<file path="src/rtl/xcvr_pkg.sv">
package xcvr_pkg;

  typedef enum logic [1:0] {
    XFER_PASS = 2'd0,
    XFER_HOLD = 2'd1,
    XFER_LOAD = 2'd2
  } xfer_mode_e;

  function automatic xfer_mode_e pick_mode(input logic le, input logic rise);
    if (le)        return XFER_PASS;
    else if (rise) return XFER_LOAD;
    else           return XFER_HOLD;
  endfunction

endpackage

</file>
<file path="src/rtl/xcvr_rise_det.sv">
module xcvr_rise_det (
  input  logic clk,
  input  logic rst_n,
  input  logic level,
  output logic rise
);

  logic seen_q;
  logic seen_d;

  always_comb begin
    seen_d = level;
  end

  always_ff @(posedge clk or negedge rst_n) begin
    if (!rst_n) seen_q <= 1'b1;
    else        seen_q <= seen_d;
  end

  assign rise = rst_n & level & ~seen_q;

  // a detected edge cannot repeat on the following cycle
  assert_single_rise_R3: assert property (@(posedge clk) disable iff (!rst_n)
    rise |=> !rise);

endmodule

</file>
<file path="src/rtl/xcvr_path.sv">
module xcvr_path
  import xcvr_pkg::*;
#(
  parameter int W             = 18,
  parameter bit OE_ACTIVE_LOW = 1'b0
) (
  input  logic         clk,
  input  logic         rst_n,
  input  logic [W-1:0] data_in,
  input  logic         le,
  input  logic         pclk,
  input  logic         oe_raw,
  output logic [W-1:0] data_out,
  output logic [W-1:0] drive_en
);

  logic       rise;
  logic       oe_on;
  xfer_mode_e mode;
  logic [W-1:0] store_q;
  logic [W-1:0] store_d;
  logic         store_we;

  xcvr_rise_det u_rise (
    .clk   (clk),
    .rst_n (rst_n),
    .level (pclk),
    .rise  (rise)
  );

  generate
    if (OE_ACTIVE_LOW) begin : g_oe_low
      assign oe_on = ~oe_raw;
    end else begin : g_oe_high
      assign oe_on = oe_raw;
    end
  endgenerate

  always_comb begin
    mode     = pick_mode(le, rise);
    store_we = (mode != XFER_HOLD);
    store_d  = store_we ? data_in : store_q;
  end

  always_ff @(posedge clk) begin
    if (store_we) store_q <= store_d;
  end

  always_comb begin
    drive_en = {W{oe_on}};
    if (!oe_on)          data_out = '0;
    else if (le)         data_out = data_in;
    else                 data_out = store_q;
  end

  // a transparent cycle leaves the storage equal to that input
  assert_pass_store_R6: assert property (@(posedge clk) disable iff (!rst_n)
    le |=> store_q == $past(data_in));

  // no latch enable and no edge -> storage unchanged
  assert_hold_R2: assert property (@(posedge clk) disable iff (!rst_n)
    (!le && !rise) |=> $stable(store_q));

  // edge with latch enable low captures the input
  assert_edge_load_R3: assert property (@(posedge clk) disable iff (!rst_n)
    (!le && rise) |=> store_q == $past(data_in));

  // an undriven port shows zeros
  assert_quiet_when_off_R4: assert property (@(posedge clk) disable iff (!rst_n)
    (drive_en == '0) |-> (data_out == '0));

endmodule

</file>
<file path="src/rtl/bus_xcvr.sv">
module bus_xcvr #(
  parameter int W = 18
) (
  input  logic         clk,
  input  logic         rst_n,
  input  logic [W-1:0] a_in,
  input  logic [W-1:0] b_in,
  input  logic         ab_le,
  input  logic         ab_clk,
  input  logic         ab_oe,
  input  logic         ba_le,
  input  logic         ba_clk,
  input  logic         ba_oe_n,
  output logic [W-1:0] b_out,
  output logic [W-1:0] b_drive_en,
  output logic [W-1:0] a_out,
  output logic [W-1:0] a_drive_en
);

  xcvr_path #(.W(W), .OE_ACTIVE_LOW(1'b0)) u_ab (
    .clk      (clk),
    .rst_n    (rst_n),
    .data_in  (a_in),
    .le       (ab_le),
    .pclk     (ab_clk),
    .oe_raw   (ab_oe),
    .data_out (b_out),
    .drive_en (b_drive_en)
  );

  xcvr_path #(.W(W), .OE_ACTIVE_LOW(1'b1)) u_ba (
    .clk      (clk),
    .rst_n    (rst_n),
    .data_in  (b_in),
    .le       (ba_le),
    .pclk     (ba_clk),
    .oe_raw   (ba_oe_n),
    .data_out (a_out),
    .drive_en (a_drive_en)
  );

  // drive enables are all-or-nothing on each side
  assert_uniform_en_R8: assert property (@(posedge clk) disable iff (!rst_n)
    ($countones(b_drive_en) == 0 || $countones(b_drive_en) == W) &&
    ($countones(a_drive_en) == 0 || $countones(a_drive_en) == W));

endmodule

</file>
<file path="config.mk">
export PLATFORM = sky130hd
export DESIGN_NAME = bus_xcvr
export DESIGN_NICKNAME = d
export VERILOG_FILES = /design/src/rtl/xcvr_pkg.sv /design/src/rtl/xcvr_rise_det.sv /design/src/rtl/xcvr_path.sv /design/src/rtl/bus_xcvr.sv
export SDC_FILE = /design/constraint.sdc
export NUM_CORES = 1
export LEC_CHECK = 0
export CORE_MARGIN = 2
export CORE_UTILIZATION = 38
export DETAILED_ROUTE_END_ITERATION = 10
export HOLD_SLACK_MARGIN = 0.02
export PLACE_DENSITY = 0.8
export SLEW_MARGIN = 0
export SYNTH_ARGS = -nofsm -noshare
export SYNTH_HDL_FRONTEND = slang
export SYNTH_SLANG_ARGS = --single-unit
</file>
<file path="constraint.sdc">
create_clock -name clk -period 1.8 [get_ports clk]
set_input_delay 0.36 -clock clk [delete_from_list [all_inputs] [get_ports clk]]
set_output_delay 0.36 -clock clk [all_outputs]
set_load 0.01 [all_outputs]
</file>
After elaboration in Yosys (flattened, before gate mapping)
Index checks and enable logic that the tools add are counted.
- logic and storage cells: 21
- register bits after elaboration: 38
- memories: 0
- RAM bits: 0
- ROM bits: 0
- bits of input ports: 44
- output and inout port bits: 72
- latch bits: 0
- divide/modulo/power cells: 0
- multiplexer cells: 8
- magnitude comparators: 0
- $add $sub $neg: 0
- shifts and indexed selects: 0
- multipliers: 0
- bitwise gates (word level): 7
- reduce and logical (&&, ||, !) cells: 0
- equal/unequal tests: 2
- operator list (operator ; number):
    $mux W18 ; 4
    $mux W2 ; 4
    $and A1 B1 Y1 ; 4
    $ne A2 B1 Y1 const B ; 2
    $not A1 Y1 ; 3

Logic depth before layout (Yosys ltp)
Gate-level depths: netlist (run 1).
- depth in word-level cells: 5
- depth in mapped cells: 4

Modules after synthesis
A second synthesis (run 1) with hierarchy kept.
- cells, all modules: 158
- area total of the unflattened synthesis: 2054.5 sq um
- by module, submodules not included (module ; instances ; cells an instance ; sequential area each (sq um) ; area each (sq um)):
    xcvr_path at u_ab ; 1 ; 76 ; 540.5 ; 1009.7
    xcvr_path at u_ba ; 1 ; 78 ; 540.5 ; 974.7
    xcvr_rise_det ; 2 ; 2 ; 26.3 ; 35.0

Worst setup path before layout (run 1)
OpenSTA, ideal clock, no wires.
- path type: input to register
- from: in rst_n
- to: reg u_ab.store_q[0], enable pin
- data arrival time: 1.285 ns
- path buffers: 0
- required time: 1.403 ns
- setup slack: 0.118 ns
- cell stages on the path: 2
- setup time: 0.397 ns
- cells stage by stage: nand2_1 -> o21bai_1
- cells in the longest elaborated chain, start to end: 5
- ends and longest elaborated chain (item ; RTL line ; text):
    start: declaration ; bus_xcvr.sv:5 ; input logic rst_n,
    $and A1 B1 Y1 (2 in a row) ; xcvr_rise_det.sv:20 ; assign rise = rst_n & level & ~seen_q;
    $mux W2 ; xcvr_pkg.sv:11 ; else if (rise) return XFER_LOAD;
    $mux W2 ; xcvr_pkg.sv:10 ; if (le) return XFER_PASS;
    $ne A2 B1 Y1 ; xcvr_path.sv:41 ; store_we = (mode != XFER_HOLD);
    via u_ab.store_we ; xcvr_path.sv:22 ; logic store_we;
    end signal: assignment ; xcvr_path.sv:46 ; if (store_we) store_q <= store_d;
    end: declaration ; xcvr_path.sv:20 ; logic [W-1:0] store_q;
The timed path passes the listed nets, and every way through them passes these cells.
A chain may end at the register's enable or synchronous reset.

Worst setup path after layout (run 1)
- from: in ab_oe
- to: out b_drive_en[1]
- RTL lines (item ; RTL line ; text):
    start: declaration ; bus_xcvr.sv:10 ; input logic ab_oe,
    end: declaration ; bus_xcvr.sv:15 ; output logic [W-1:0] b_drive_en,
No word-level cell between the ends.

==> out/metrics.cfg, run 1 <==
[routing]
viasPerCell=4.46
antenna_left=0
drc_errors=0
drtIter0Drc=56
vias=1495
first_pass_iters=6
wl_um=4980
wl_per_cell_um=14.9

[yosys]
muxShareOfSynthArea=0.176
synth_edf_count=36
synth.top_cell.area_share=0.529
ys_seq_elements=38
yosys_warnings=0
synth-xor-area-share=0
avgSynthCellArea_um2=12.9
synth_top_area_cell=edfxtp_1
yosys-top-cells-count=36 x buf_4, 36 x edfxtp_1, 36 x mux2i_1
synthAdderAreaFrac=0
synth_area_leaders=edfxtp_1 53%, mux2i_1 18%, buf_4 13%, nor2b_1 5.5%, nor2_1 3.3%
synthesis.area_um2=2040
syn_nets=202
seq_area_frac_synth=0.555
synth-simple-area-share=0.0919
synth-main-ff-cell=edfxtp_1
synth_compound_gate_area_share=0.00735
async_flop_share=0.0526
synth_cell_types=14
synth_top_family_by_area=multiplexers
netlist_instances=158

[setup_path]
rr_endpoint=u_ab.store_q[6]$_DFFE_PP_
cp_slowest_cell=clkdlybuf4s50_1
arrival_ps=1390
path_cells=clkdlybuf4s15_2 > buf_12 > buf_4 > clkdlybuf4s50_1
critPathKind=input port to output port
worstPathMaxFanout=13
r2r-start=u_ab.u_rise.seen_q$_DFF_PN1_
cp-start-kind=input port
cp_slowest_stage_delay_ps=530
critPathRequiredTime_ps=1440
crit_path_end_kind=output port
reg2regPathDepth=2
rrSetupSlack_ps=780

[flow_run]
max_cap_violations=0

[floorplan]
io_pins=116
start_util=0.397
rows=26
die_w_um=77.3
core_area_um2=5140
die_height_um=77.3
die_area_um2=5980

[global_route]
grt_usage=0.169
antenna_found_initial=0
grt_pass1_wl_um=7970
overflow=0
grt_pass1_vias=1517
grt_start_max_net_pins=19

[finish]
multi_input_area_um2=573
fillers=425
syn2layout_area_growth_pct=61.4
fin_cells=335
n_antenna_cell=0
register_area_um2=1130
finalNetCount=308
drive_gt1_frac=0.204

[timing]
layout_min_cycle_time_ps=1750
maxSlewViolCount=0
skew_ps=9.91
tightest_slew_ps=171
relSlewSlack=0.883
period_share=0.972
max_freq_mhz=572
worst_slack_ps=50.6
rsz0062_at_grt=false
hold_violations=0
setup_viol=0

[clock_tree]
clk_pin_slew_ps=70
clock_latency_ps=290
cts_tree=done
cts.path.max_buffers=2
ctsRootBufferMaster=clkbuf_8
hold_buffers=0
cts.sinks=38
htree_levels=2
cts_buffers=5

[power_and_ir_drop]
ir_drop_mv=0.458
pwr-share-seq=0.492
clkPwrFrac=0.256
power_frac_comb=0.252
powerDensity_nw_per_um2=648
switching_share=0.243
p_leak_uw=0.00149
internal_power_uw=1620
switching_power_uw=519

[min_path]
hp-class=input port to asynchronous set/reset pin

[placed_design]
gp_congestion=0.668
portBuffers=115
place_ws_ps=-407
post-dp-hpwl_um=3310
placed_cells=319

[outcome]
status=finished, final reports clean

[state kept, by name (all words and copies together) (netlist names)]
name	cells
u_ab.store_q	18
u_ba.store_q	18
u_ab.u_rise.seen_q	1
u_ba.u_rise.seen_q	1
[critical path: cells and delay by family]
kind                   cells  cell delay [ps]
buffers and inverters      4             1030
[metrics by stage]
stage | area, um^2 | hold WS [ps] | TNS (ps) | utilization | total power, uW
finish | 3300 | 466 | 0 | 0.641 | 2140
global route | 3300 | 478 | 0 | 0.641 | 2240
CTS | 3320 | 466 | -57.9 | 0.647 | 2170
detailed placement | 3160 | 777 | -22770 | 0.616 | 1630
global placement | 3160 | 758 | -21700 | 0.616 | 1610
floorplan | 2040 | 212 | 0 | - | 1310
[cell families (layout without fill, tap and decap cells)]
| group | after synthesis | after routing |
|---|---|---|
| buffers and inverters | 44 | 151 |
| DFF | 38 | 38 |
| muxes | 36 | 36 |
| AOI/OAI and AO/OA | 2 | 2 |
| and+or+nand+nor | 38 | 38 |
[routing by layer]
metal | global-route usage | routed length (um) | vias up
met5 | 0 | 0 | -
li1 | - | - | 725
met2 | 0.297 | 2410 | 79
met1 | 0.196 | 2080 | 686
met4 | 0.0321 | 38 | 0
met3 | 0.0659 | 448 | 5
[how the worst max path moves through the flow]
stage | start | endpoint | cells past startpoint
after floorplan | rst_n | u_ab.store_q[0]$_DFFE_PP_ | 2
after global placement | ab_le | b_out[12] | 5
after detailed placement | ab_le | b_out[14] | 5
after CTS | ba_oe_n | a_out[15] | 6
after global routing | ab_oe | b_drive_en[1] | 4
final | ab_oe | b_drive_en[1] | 4
[layout make-up]
cell class	count	share of cell area
repair buffers	142	0.430
multi-input cells	76	0.174
clock inverters	2	0.00266
clock buffers	6	0.0220
flip-flops and latches	38	0.344
well taps	70	0.0266
inverters	1	0.00114
[cells in the final DEF, fill, tap and decap left out, drive strengths merged]
cell           netlist  layout
buf                 42      32
bufbuf               0       2
clkbuf               1      12
clkdlybuf4s15        0       9
clkdlybuf4s50        0      54
clkinv               0       2
dfstp                2       2
dlygate4sd2          0      37
dlymetal6s2s         0       2
edfxtp              36      36
inv                  1       1
mux2i               36      36
nand2                2       2
nor2                18      18
nor2b               18      18
o21bai               2       2
[timing repair]
action / 4_1_cts / 5_1_grt
endpoints found under the setup margin: 72 / 38
gates cloned: 3 / 0
buffers inserted: 5 / 0
resized for setup: 88 / 22
[power by group through the flow]
stage | Sequential, uW | Combinational [uW] | Clock (uW)
2_1_floorplan | 1060 | 250 | 0
3_5_place_dp | 1070 | 559 | 0
5_1_grt | 1050 | 576 | 613
3_3_place_gp | 1070 | 546 | 0
6_report | 1050 | 538 | 548
4_1_cts | 1050 | 548 | 570
No activity file was read; power rests on OpenSTA's default activity.
==> inputs of run 2 (changes only) <==
--- a/config.mk
+++ b/config.mk
@@ -5,11 +5,14 @@
 export SDC_FILE = /design/constraint.sdc
 export NUM_CORES = 1
 export LEC_CHECK = 0
+export ABC_CLOCK_PERIOD_IN_PS = 1800
+export CELL_PAD_IN_SITES_DETAIL_PLACEMENT = 0
+export CELL_PAD_IN_SITES_GLOBAL_PLACEMENT = 1
 export CORE_MARGIN = 2
-export CORE_UTILIZATION = 38
+export CORE_UTILIZATION = 29
 export DETAILED_ROUTE_END_ITERATION = 10
 export HOLD_SLACK_MARGIN = 0.02
-export PLACE_DENSITY = 0.8
+export PLACE_DENSITY_LB_ADDON = 0.1
 export SLEW_MARGIN = 0
 export SYNTH_ARGS = -nofsm -noshare
 export SYNTH_HDL_FRONTEND = slang
==> run 2 against run 1 <==
Wire length is 4.8% lower. Combinational power shrank 8.2%. Critical path depth increased by 1. Clock-buffer cell count is the same. Largest cell class unchanged. Register-to-register slack about the same. Sequential share of layout area increased by 1.4 points.
==> out/metrics.cfg, run 2 (same netlist as run 1, synthesis figures left out) <==
[clock_tree]
ctsRootBufferMaster=clkbuf_8
cts.path.max_buffers=2
htree_levels=2
clk_pin_slew_ps=70
cts.sinks=38
clock_latency_ps=290
hold_buffers=0
cts_buffers=5
cts_tree=done

[placed_design]
place_ws_ps=-397
post-dp-hpwl_um=3380
portBuffers=115
gp_congestion=0.694
placed_area_um2=3210

[floorplan]
core_area_um2=6790
die_w_um=87.9
rows=30
io_pins=116
start_util=0.301
die_area_um2=7730
die_height_um=87.9

[timing]
relSlewSlack=0.898
rsz0062_at_grt=false
skew_ps=3.55
hold_violations=0
fin_hold_ws_ps=459
layout_min_cycle_time_ps=1690
tightest_slew_ps=149
period_share=0.938
setup_viol=0
worst_slack_ps=112
max_freq_mhz=592
maxSlewViolCount=0

[finish]
final_common_cell=clkdlybuf4s50_1
register_area_um2=1130
final_cell_mix=39 x clkdlybuf4s50_1, 36 x mux2i_1, 36 x edfxtp_1
fillers=659
utilization=0.466
syn2layout_area_growth_pct=55.0
drive_gt1_frac=0.294
finalNetCount=308
n_antenna_cell=0
multi_input_area_um2=571
reg_top3=u_ab.store_q x18, u_ba.store_q x18
post-route-cell-area_um2=3170

[setup_path]
crit_path_end_kind=output port
cp-start-kind=input port
reg2regPathDepth=2
arrival_ps=1330
worstPathMaxFanout=10
critPathRequiredTime_ps=1440
critPathKind=input port to output port

[global_route]
antenna_found_initial=0
overflow=0
grt_pass1_vias=1403
grt_pass1_wl_um=7170
grt_usage=0.122
grt_start_max_net_pins=19

[power_and_ir_drop]
pwr-share-seq=0.499
switching_share=0.247
internal_power_uw=1580
ir_drop_mv=0.269
clkPwrFrac=0.265
powerDensity_nw_per_um2=663
power_frac_comb=0.236
switching_power_uw=519
p_leak_uw=0.00144

[flow_run]
max_cap_violations=0

[routing]
antenna_left=0
vias=1435
wl_um=4740
viasPerCell=3.98
wl_per_cell_um=13.1
first_pass_iters=4
drc_errors=0
drtIter0Drc=58

[outcome]
status=finished, final reports clean

[min_path]
hp-class=input port to asynchronous set/reset pin

run 2: power by group through the flow:
stage,Sequential (uW),Clock (uW),Combinational (uW)
floorplan,1060,0,250
global route,1050,619,540
CTS,1050,585,519
global placement,1070,0,562
finish,1050,557,494
detailed placement,1070,0,563
run 2: area by class of cell:
| type | count | area share |
|---|---|---|
| Timing Repair Buffer | 142 | 0.397 |
| Inverter | 1 | 0.00119 |
| Clock buffer | 6 | 0.0229 |
| Sequential cell | 38 | 0.358 |
| Multi-Input combinational cell | 76 | 0.180 |
| Clock inverter | 2 | 0.00277 |
| Tap cell | 96 | 0.0379 |
run 2: through the flow:
step	total power, uW	cells	TNS [ps]
floorplan	1310	158	0
global placement	1630	348	-23190
detailed placement	1630	348	-23460
CTS	2150	360	-58.7
global route	2210	361	0
finish	2100	361	0
run 2: final timing paths:
kind	start	slack (ps)	to
hold reg to reg	u_ba.u_rise.seen_q$_DFF_PN1_	820	u_ba.store_q[0]$_DFFE_PP_
setup reg to reg	u_ba.u_rise.seen_q$_DFF_PN1_	780	u_ba.store_q[13]$_DFFE_PP_
setup / recovery	ab_le	110	b_out[2]
hold / removal	rst_n	460	u_ba.u_rise.seen_q$_DFF_PN1_
max in group asynchronous	rst_n	1320	u_ab.u_rise.seen_q$_DFF_PN1_
min in group clk	ab_clk	510	u_ab.u_rise.seen_q$_DFF_PN1_
run 2: worst max-delay path, stage by stage:
cell	delay [ps]
clkdlybuf4s15_2	260
buf_12	170
mux2i_1	200
nor2b_1	60
dlygate4sd2_1	280
run 2: per-layer routing:
metal / wire length, um / part of all wire / vias to the layer above / GRT usage
li1: - / - / 726 / -
met1: 2080 / 0.44 / 645 / 0.161
met2: 2190 / 0.46 / 59 / 0.186
met3: 410 / 0.087 / 5 / 0.0462
met4: 57 / 0.012 / 0 / 0.0378
met5: 0 / 0 / - / 0
run 2: timing repair:
action                                  in CTS  in global routing
endpoints found under the setup margin      72                 64
pin swaps                                    0                  0
hold endpoints to repair                     0                  0
resized for setup                          128                 45
cloned                                       1                  2
buffers inserted                             3                  0
==> inputs of run 3 (changes only) <==
--- a/config.mk
+++ b/config.mk
@@ -6,13 +6,12 @@
 export NUM_CORES = 1
 export LEC_CHECK = 0
 export ABC_CLOCK_PERIOD_IN_PS = 1800
-export CELL_PAD_IN_SITES_DETAIL_PLACEMENT = 0
-export CELL_PAD_IN_SITES_GLOBAL_PLACEMENT = 1
 export CORE_MARGIN = 2
-export CORE_UTILIZATION = 29
+export CORE_UTILIZATION = 38
 export DETAILED_ROUTE_END_ITERATION = 10
+export GPL_TIMING_DRIVEN = 0
 export HOLD_SLACK_MARGIN = 0.02
-export PLACE_DENSITY_LB_ADDON = 0.1
+export PLACE_DENSITY = 0.8
 export SLEW_MARGIN = 0
 export SYNTH_ARGS = -nofsm -noshare
 export SYNTH_HDL_FRONTEND = slang
==> run 3 against run 2 <==
Final cell count shrank 3.0%. Sequential share of layout area shrank 1.8 points. First-iteration DRC count shrank 40%. Global-route usage grew 3.4 points. Total power grew 9.4%. Register-to-register slack lost 200 ps. Worst setup slack gained 9.9 ps. Core utilization grew 18 points. Clock skew grew 3.2 ps. Die area shrank 23%. Fmax grew 0.59%. Critical path type unchanged. Highest routed layer unchanged.
==> out/metrics.cfg, run 3 (same netlist as run 1, synthesis figures left out) <==
[routing]
vias=1516
drtIter0Drc=35
wl_per_cell_um=13.2
first_pass_iters=5
wl_um=4620
drc_errors=0
antenna_left=0
viasPerCell=4.33

[finish]
fin_cells=350
n_antenna_cell=0
syn2layout_area_growth_pct=63.0
utilization=0.648
finalNetCount=323
post-route-cell-area_um2=3330
final_cell_mix=57 x buf_4, 57 x clkdlybuf4s50_1, 37 x dlygate4sd2_1
drive_gt1_frac=0.271
reg_top3=u_ab.store_q x18, u_ba.store_q x18

[setup_path]
cp_slowest_cell=clkdlybuf4s50_1
cp_num_buf_inv=2
worstPathMaxFanout=2
crit_path_end_kind=output port
arrival_ps=1320
path_cells=clkdlybuf4s50_1 > mux2i_1 > nor2b_1 > dlygate4sd2_1
critPathKind=input port to output port
cp_slowest_stage_delay_ps=480
critical-path-top-delay-family=buffers and inverters
critPathRequiredTime_ps=1440
cp-start-kind=input port

[global_route]
grt-busiest-layer=met2
use_met1=0.194
antenna_found_initial=0
grt_usage=0.156
grt_util_met3=0.0635
grt_pass1_vias=1539
grt_use_met2=0.257
grt_start_max_net_pins=28
grt_pass1_wl_um=7330
overflow=0

[placed_design]
place_ws_ps=-1030
portBuffers=112
post-dp-hpwl_um=3510
gp_congestion=0.669
placed_cells=340
placed_area_um2=3260

[timing]
maxSlewViolCount=0
worst_slack_ps=122
layout_min_cycle_time_ps=1680
fin_hold_ws_ps=456
period_share=0.932
rsz0062_at_grt=false
tightest_slew_ps=565
max_freq_mhz=596
relSlewSlack=0.623
setup_viol=0
skew_ps=6.77
hold_violations=0

[power_and_ir_drop]
power_frac_comb=0.230
switching_power_uw=537
p_leak_uw=0.00152
clkPwrFrac=0.312
powerDensity_nw_per_um2=690
internal_power_uw=1760
pwr-share-seq=0.457
switching_share=0.234
ir_drop_mv=0.488

[clock_tree]
cts.path.max_buffers=2
clk_pin_slew_ps=80
cts.sinks=38
cts_buffers=5
cts_tree=done
clock_latency_ps=290
ctsRootBufferMaster=clkbuf_8
htree_levels=2

[floorplan]
die_w_um=77.3
rows=26
start_util=0.397
die_area_um2=5980
die_height_um=77.3
core_area_um2=5140
io_pins=116

[outcome]
status=finished, final reports clean

[flow_run]
max_cap_violations=0

[min_path]
hp-class=input port to asynchronous set/reset pin

-- run 3: changes by cell type in the layout (fill, tap and decap cells not counted), sizes merged, moves of 3 or more --
cell,change
clkdlybuf4s15,-10
buf,+29
clkbuf,-28
dlygate4sd2,+7
clkdlybuf4s50,+18
clkinvlp,+3
-- run 3: final timing paths --
kind                                         startpoint                      endpoint  slack, ps  cells after the start
max                                            a_in[14]                     b_out[14]        120                      4
min                                               rst_n  u_ba.u_rise.seen_q$_DFF_PN1_        460                      1
max reg2reg                u_ab.u_rise.seen_q$_DFF_PN1_     u_ab.store_q[6]$_DFFE_PP_        580                      1
min reg2reg                u_ba.u_rise.seen_q$_DFF_PN1_     u_ba.store_q[4]$_DFFE_PP_        960                      1
max in group asynchronous                         rst_n  u_ab.u_rise.seen_q$_DFF_PN1_       1320                      1
min in group clk                                 ab_clk  u_ab.u_rise.seen_q$_DFF_PN1_        510                      1
-- run 3: layer usage --
| layer | up-vias | share of wire |
|---|---|---|
| met2 | 79 | 0.47 |
| li1 | 751 | - |
| met5 | - | 0 |
| met1 | 684 | 0.44 |
| met4 | 0 | 0.0022 |
| met3 | 2 | 0.093 |
-- run 3: layout make-up --
type	instances	area, um^2
Fill cell	440	1810
Tap cell	70	87.6
Multi-Input combinational cell	76	586
Buffer	43	355
Sequential cell	38	1130
Inverter	1	7.51
Clock buffer	5	68.8
Timing Repair Buffer	114	1040
Clock inverter	3	45.0
-- run 3: what timing repair did --
| action | CTS | global route |
|---|---|---|
| hold buffers | 0 | 0 |
| resized for setup | 67 | 1 |
| setup endpoints to repair | 82 | 18 |
| setup buffers | 2 | 0 |
-- run 3: stage by stage --
stage | setup TNS [ps] | total power [uW]
after global routing | 0 | 2410
after detailed placement | -47810 | 1640
final | 0 | 2300
after floorplan | 0 | 1310
after CTS | 0 | 2330
after global placement | -65680 | 1630
-- run 3: power by group through the flow --
stage / combinational, uW / clock [uW] / sequential, uW
2_1_floorplan: 250 / 0 / 1060
3_3_place_gp: 563 / 0 / 1070
3_5_place_dp: 575 / 0 / 1070
4_1_cts: 535 / 747 / 1050
5_1_grt: 569 / 788 / 1060
6_report: 529 / 717 / 1050
